===== src/rtl/rtc_flagctl_pkg.sv =====
package rtc_flagctl_pkg;
  localparam int BYTE_W = 8;
  localparam int B_WDOG = 7;
  localparam int B_ALRM = 6;
  localparam int B_PWR  = 5;
  localparam int B_OSC  = 4;
  localparam int B_CAL  = 2;
  localparam int B_FRZ  = 1;
  localparam int B_SNAP = 0;

  typedef struct packed {
    logic wdog;
    logic alrm;
    logic pwr;
    logic osc;
  } sticky_t;

  // high half of the divider period drives the square wave
  function automatic logic div_phase_high(input int unsigned cnt, input int unsigned div);
    return cnt >= (div / 2);
  endfunction

  function automatic logic [BYTE_W-1:0] pack_byte(input sticky_t s, input logic cal,
                                                   input logic frz, input logic snap);
    logic [BYTE_W-1:0] b;
    b         = '0;
    b[B_WDOG] = s.wdog;
    b[B_ALRM] = s.alrm;
    b[B_PWR]  = s.pwr;
    b[B_OSC]  = s.osc;
    b[B_CAL]  = cal;
    b[B_FRZ]  = frz;
    b[B_SNAP] = snap;
    return b;
  endfunction
endpackage


===== src/rtl/rtc_sticky_flags.sv =====
module rtc_sticky_flags
  import rtc_flagctl_pkg::*;
#(
  parameter int EVT_N = 3
) (
  input  logic             clk,
  input  logic             rst_n,
  input  logic [EVT_N-1:0] evt_set,
  input  logic             rd_clr,
  input  logic             osc_set,
  input  logic             osc_clr,
  output logic [EVT_N-1:0] evt_q,
  output logic             osc_q
);
  for (genvar i = 0; i < EVT_N; i++) begin : g_evt
    always_ff @(posedge clk or negedge rst_n) begin
      if (!rst_n)          evt_q[i] <= 1'b0;
      else if (evt_set[i]) evt_q[i] <= 1'b1;
      else if (rd_clr)     evt_q[i] <= 1'b0;
    end
  end

  always_ff @(posedge clk or negedge rst_n) begin
    if (!rst_n)       osc_q <= 1'b0;
    else if (osc_set) osc_q <= 1'b1;
    else if (osc_clr) osc_q <= 1'b0;
  end
endmodule


===== src/rtl/rtc_access_ctl.sv =====
module rtc_access_ctl (
  input  logic clk,
  input  logic rst_n,
  input  logic wr,
  input  logic cal_d,
  input  logic frz_d,
  input  logic snap_d,
  input  logic time_wr,
  output logic cal_q,
  output logic frz_q,
  output logic snap_q,
  output logic snap_rise,
  output logic frz_fall,
  output logic dirty_q,
  output logic load_pulse
);
  logic frz_prev, snap_prev;

  always_ff @(posedge clk or negedge rst_n) begin
    if (!rst_n) begin
      cal_q  <= 1'b0;
      frz_q  <= 1'b0;
      snap_q <= 1'b0;
    end else if (wr) begin
      cal_q  <= cal_d;
      frz_q  <= frz_d;
      snap_q <= snap_d;
    end
  end

  always_ff @(posedge clk or negedge rst_n) begin
    if (!rst_n) begin
      frz_prev  <= 1'b0;
      snap_prev <= 1'b0;
    end else begin
      frz_prev  <= frz_q;
      snap_prev <= snap_q;
    end
  end

  assign snap_rise = snap_q & ~snap_prev;
  assign frz_fall  = frz_prev & ~frz_q;

  always_ff @(posedge clk or negedge rst_n) begin
    if (!rst_n)                dirty_q <= 1'b0;
    else if (frz_fall)         dirty_q <= 1'b0;
    else if (time_wr && frz_q) dirty_q <= 1'b1;
  end

  assign load_pulse = frz_fall & dirty_q;
endmodule


===== src/rtl/rtc_cal_div.sv =====
module rtc_cal_div
  import rtc_flagctl_pkg::*;
#(
  parameter int DIV = 64
) (
  input  logic clk,
  input  logic rst_n,
  input  logic tick,
  output logic sq
);
  localparam int CW = (DIV > 2) ? $clog2(DIV) : 1;
  localparam logic [CW-1:0] LAST = CW'(DIV - 1);

  logic [CW-1:0] cnt;

  always_ff @(posedge clk or negedge rst_n) begin
    if (!rst_n)        cnt <= '0;
    else if (tick) begin
      if (cnt == LAST) cnt <= '0;
      else             cnt <= cnt + 1'b1;
    end
  end

  assign sq = div_phase_high(32'(cnt), DIV);
endmodule


===== src/rtl/rtc_flagctl.sv =====
module rtc_flagctl
  import rtc_flagctl_pkg::*;
#(
  parameter int CAL_DIV = 64
) (
  input  logic              clk,
  input  logic              rst_n,
  input  logic              reg_wr,
  input  logic              reg_rd,
  input  logic [BYTE_W-1:0] reg_wdata,
  output logic [BYTE_W-1:0] reg_rdata,
  input  logic              time_wr,
  input  logic              wdog_expire,
  input  logic              alarm_hit,
  input  logic              pwr_low,
  input  logic              osc_fail,
  input  logic              tick_32k,
  input  logic              irq_normal,
  output logic              snap_capture,
  output logic              base_load,
  output logic              freeze,
  output logic              int_pin
);
  localparam int EVT_N = 3;

  logic [EVT_N-1:0] evt_q;
  logic             osc_q;
  logic             cal_q, frz_q, snap_q;
  logic             snap_rise, w_fall, dirty_q, load_pulse;
  logic             osc_clr, cal_sq;
  sticky_t          sticky;
  logic             unused_wbits;

  assign unused_wbits = ^{reg_wdata[B_WDOG:B_PWR], reg_wdata[3]};
  assign osc_clr      = reg_wr & ~reg_wdata[B_OSC] & frz_q;

  rtc_sticky_flags #(.EVT_N(EVT_N)) u_flags (
    .clk     (clk),
    .rst_n   (rst_n),
    .evt_set ({wdog_expire, alarm_hit, pwr_low}),
    .rd_clr  (reg_rd),
    .osc_set (osc_fail),
    .osc_clr (osc_clr),
    .evt_q   (evt_q),
    .osc_q   (osc_q)
  );

  rtc_access_ctl u_access (
    .clk        (clk),
    .rst_n      (rst_n),
    .wr         (reg_wr),
    .cal_d      (reg_wdata[B_CAL]),
    .frz_d      (reg_wdata[B_FRZ]),
    .snap_d     (reg_wdata[B_SNAP]),
    .time_wr    (time_wr),
    .cal_q      (cal_q),
    .frz_q      (frz_q),
    .snap_q     (snap_q),
    .snap_rise  (snap_rise),
    .frz_fall   (w_fall),
    .dirty_q    (dirty_q),
    .load_pulse (load_pulse)
  );

  rtc_cal_div #(.DIV(CAL_DIV)) u_div (
    .clk   (clk),
    .rst_n (rst_n),
    .tick  (tick_32k),
    .sq    (cal_sq)
  );

  always_comb begin
    sticky.wdog = evt_q[2];
    sticky.alrm = evt_q[1];
    sticky.pwr  = evt_q[0];
    sticky.osc  = osc_q;
  end

  assign reg_rdata    = pack_byte(sticky, cal_q, frz_q, snap_q);
  assign snap_capture = snap_rise;
  assign base_load    = load_pulse;
  assign freeze       = frz_q;
  assign int_pin      = cal_q ? cal_sq : irq_normal;
endmodule


===== config.mk =====
export PLATFORM = sky130hd
export DESIGN_NAME = rtc_flagctl
export DESIGN_NICKNAME = d
export VERILOG_FILES = /design/src/rtl/rtc_flagctl_pkg.sv /design/src/rtl/rtc_sticky_flags.sv /design/src/rtl/rtc_access_ctl.sv /design/src/rtl/rtc_cal_div.sv /design/src/rtl/rtc_flagctl.sv
export SDC_FILE = /design/constraint.sdc
export NUM_CORES = 1
export LEC_CHECK = 0
export ABC_AREA = 1
export CORE_MARGIN = 2
export CORE_UTILIZATION = 37
export DETAILED_ROUTE_END_ITERATION = 6
export PLACE_DENSITY = 0.73
export SLEW_MARGIN = 20
export SYNTH_ARGS = -nofsm -noshare
export SYNTH_HDL_FRONTEND = slang
export SYNTH_SLANG_ARGS = --single-unit

===== constraint.sdc =====
create_clock -name clk -period 0.97 [get_ports clk]
set_input_delay 0.1455 -clock clk [delete_from_list [all_inputs] [get_ports clk]]
set_output_delay 0.1455 -clock clk [all_outputs]
set_load 0.02 [all_outputs]

==> impl_metrics.json <==
{
  "synth.ff_latch_count": 16,
  "grt_setup_unrepaired": "true",
  "syn_avg_cell_area_um2": 8.82,
  "postSynthCellCount": 86,
  "static_leakage_uw": 0.000647,
  "cts.clk_slew.worst_paths_ns": 0.09,
  "synth_async_sr_flop_share_pct": 100,
  "number_of_antenna_violations_at_the_first_check_in_global_routing": 0,
  "drc": 0,
  "critical_path.endpoint_type": "output port",
  "post_detailed_placement_half_perimeter_wirelength_um": 1180,
  "mappedNetlistArea_um2": 758,
  "synthXorXnorAreaFrac_pct": 2.31,
  "worst_setup_path_start_kind": "flop",
  "fin_nets": 150,
  "wl_um": 1750,
  "powerDensity_mw_per_mm2": 1830,
  "final_core_utilization_pct": 66.9,
  "nFillCells": 155,
  "run_status": "finished, violations left",
  "accumulated_negative_setup_slack_ns": -1.44,
  "io_pins": 31,
  "layout-drive-gt1-share_pct": 45.3,
  "row_count": 16,
  "clk_path_buf_depth": 2,
  "max-cap-violations": 0,
  "post_synth_main_area_contributors": "sky130_fd_sc_hd__dfrtp_1 53%, sky130_fd_sc_hd__nand2_1 9.4%, sky130_fd_sc_hd__inv_1 8.4%",
  "tritoncts.num_buffers": 3,
  "top_area_cell_type_share_of_the_netlist_area_pct": 52.8,
  "cts.htree.levels": 1,
  "yosysWarningCount": 0,
  "combinational_power_share_pct": 40.4,
  "final_number_of_hold_violating_endpoints": 0,
  "first_global_vias": 671,
  "groute.usage.overall_pct": 16.0,
  "antenna_violating_nets_post_route": 0,
  "grt_pass1_wl_um": 2960,
  "switching_share_pct": 35.3,
  "layout.cells.non_filler": 155,
  "start_util_pct": 39.0,
  "synthAdderAreaFrac_pct": 3.30,
  "netlist.top_cell.by_area": "sky130_fd_sc_hd__dfrtp_1",
  "synth.mux.area_fraction_pct": 0,
  "peakVddDrop_mv": 1.41,
  "min_period_ns": 1.15,
  "insertedDiodeCount": 0,
  "cp_max_fo": 3,
  "critical_path_class": "reg -> out",
  "clk_root_buffer_cell": "sky130_fd_sc_hd__clkbuf_4",
  "crit_arrival_ns": 1.01,
  "total_switching_power_uw": 841,
  "core-area_mm2": 0.00194,
  "clock_insertion_delay_worst_skew_ns": 0.28,
  "synthMostInstantiatedCell": "sky130_fd_sc_hd__nand2_1",
  "sequentialPowerShare_pct": 41.4,
  "maxSlewViolCount": 0,
  "dr.first_iter.drc_count": 5,
  "crit_required_ns": 0.82,
  "finClkSkew_ns": 0.000730,
  "synth_top_family_by_area": "simple AND/OR/NAND/NOR gates",
  "detail_route.wl_per_cell_um": 11.3,
  "synth_nets": 107,
  "port_buffers": 25,
  "route.vias.total": 686,
  "die_width_um": 49.3,
  "setup_viol": 15,
  "via_per_inst": 4.43,
  "cts_tree": "done",
  "synth_sequential_area_ratio_pct": 52.8,
  "clkPwrFrac_pct": 18.2,
  "dominantRegCellSynth": "sky130_fd_sc_hd__dfrtp_1",
  "clock-sinks": 16,
  "synth.distinct_cells": 19,
  "final.period_utilization_pct": 119,
  "power_report.internal_total_uw": 1540,
  "dieHeight_um": 49.3,
  "edff_count_synth": 0,
  "timing.final.ws_setup_ns": -0.184,
  "post-layout-total-power_uw": 2380,
  "synth_compound_gate_area_share_pct": 10.4,
  "gp_routability_congestion": 0.806,
  "grt_max_degree": 17,
  "place.detailed.instances": 143,
  "synthSimpleGateAreaFrac_pct": 17.3,
  "synthToLayoutAreaGrowth_pct": 71.3,
  "drt_pre_antenna_iters": 4,
  "violations": "setup timing",
  "cts_hold_repair.buffers": 0,
  "worstHoldPathType": "in -> async",
  "post_synth_most_frequent_cells": "19 x sky130_fd_sc_hd__nand2_1, 17 x sky130_fd_sc_hd__inv_1, 16 x sky130_fd_sc_hd__dfrtp_1",
  "globalRoute.totalOverflow": 0,
  "fmax_ghz": 0.867,
  "dieArea_mm2": 0.00243
}
power by group through the flow:
stage | Sequential, µW | Combinational, µW | Clock [µW]
final | 985 | 962 | 434
after global routing | 1010 | 1060 | 481
after CTS | 941 | 780 | 444
after detailed placement | 941 | 726 | 0
after global placement | 930 | 700 | 0
after floorplan | 945 | 389 | 0
through the flow:
step	setup slack (ns)	cell area, µm²	hold WS [ns]
global placement	-0.492	1110	0.388
CTS	-0.200	1180	0.194
floorplan	-0.0400	772	-0.150
detailed placement	-0.533	1110	0.412
global route	-0.248	1300	0.199
finish	-0.184	1300	0.194
logic make-up after synthesis:
logic type / Yosys count
fa+ha+maj: 2
other cells: 1
flops: 16
buf+inv: 22
simple gates: 30
xor+xnor: 2
compound gates: 13
cell type report:
cell class | instances | area (µm²) | share of cell area [%]
clock buffer | 4 | 36.3 | 2.79
inverter | 17 | 66.3 | 5.11
multi-input combinational | 48 | 339 | 26.1
sequential | 16 | 404 | 31.1
tap | 27 | 33.8 | 2.60
timing repair buffer | 43 | 419 | 32.3
flip-flops by register name (all words and copies together), names as in the netlist:
name	cells
u_div.cnt	6
u_flags.evt_q	3
u_access.cal_q	1
u_access.dirty_q	1
u_access.frz_prev	1
u_access.frz_q	1
u_access.snap_prev	1
u_access.snap_q	1
u_flags.osc_q	1
worst max-delay path, cell delays in order, from the launching register on:
cell	delay [ns]
sky130_fd_sc_hd__dfrtp_1	0.40
sky130_fd_sc_hd__inv_2	0.08
sky130_fd_sc_hd__nand2_2	0.05
sky130_fd_sc_hd__o21ai_2	0.06
sky130_fd_sc_hd__buf_6	0.13
cells in the final DEF, fill, tap and decap left out, drive strengths merged:
| cell type | n |
|---|---|
| a21o | 1 |
| nand3 | 2 |
| xor2 | 1 |
| o21bai | 3 |
| buf | 29 |
| a21oi | 1 |
| clkdlybuf4s50 | 14 |
| xnor2 | 1 |
| inv | 17 |
| nor3 | 1 |
| dfrtp | 16 |
| nor2 | 7 |
| ha | 2 |
| clkbuf | 4 |
| conb | 1 |
| nand2 | 20 |
| o21ai | 8 |
routing by layer:
metal | global-route usage, % | vias to the layer above | part of all wire (%)
met2 | 29.3 | 23 | 53
met5 | 0 | - | 0
met3 | 3.68 | 6 | 5.4
met1 | 17.2 | 321 | 38
li1 | - | 336 | -
met4 | 7.14 | 0 | 3.8
what timing repair did:
item,4_1_cts,5_1_grt
pin swaps,5,7
setup endpoints to repair,17,19
hold endpoints to repair,0,0
resized for setup,70,24
buffers inserted,2,7
final timing paths:
check | slack [ns] | start | cells past startpoint | to
max | -0.18 | u_access.cal_q$_DFFE_PN0P_ | 4 | int_pin
min | 0.19 | rst_n | 2 | u_flags.evt_q[2]$_DFFE_PN0P_
max reg2reg | -0.10 | u_access.frz_q$_DFFE_PN0P_ | 4 | u_access.dirty_q$_DFFE_PN0P_
min reg2reg | 0.54 | u_access.snap_q$_DFFE_PN0P_ | 1 | u_access.snap_prev$_DFF_PN0_
max in group asynchronous | 0.65 | rst_n | 2 | u_div.cnt[0]$_DFFE_PN0P_
min in group clk | 0.42 | alarm_hit | 2 | u_flags.evt_q[1]$_DFFE_PN0P_
Note: power is estimated with default switching activity, not from simulation.
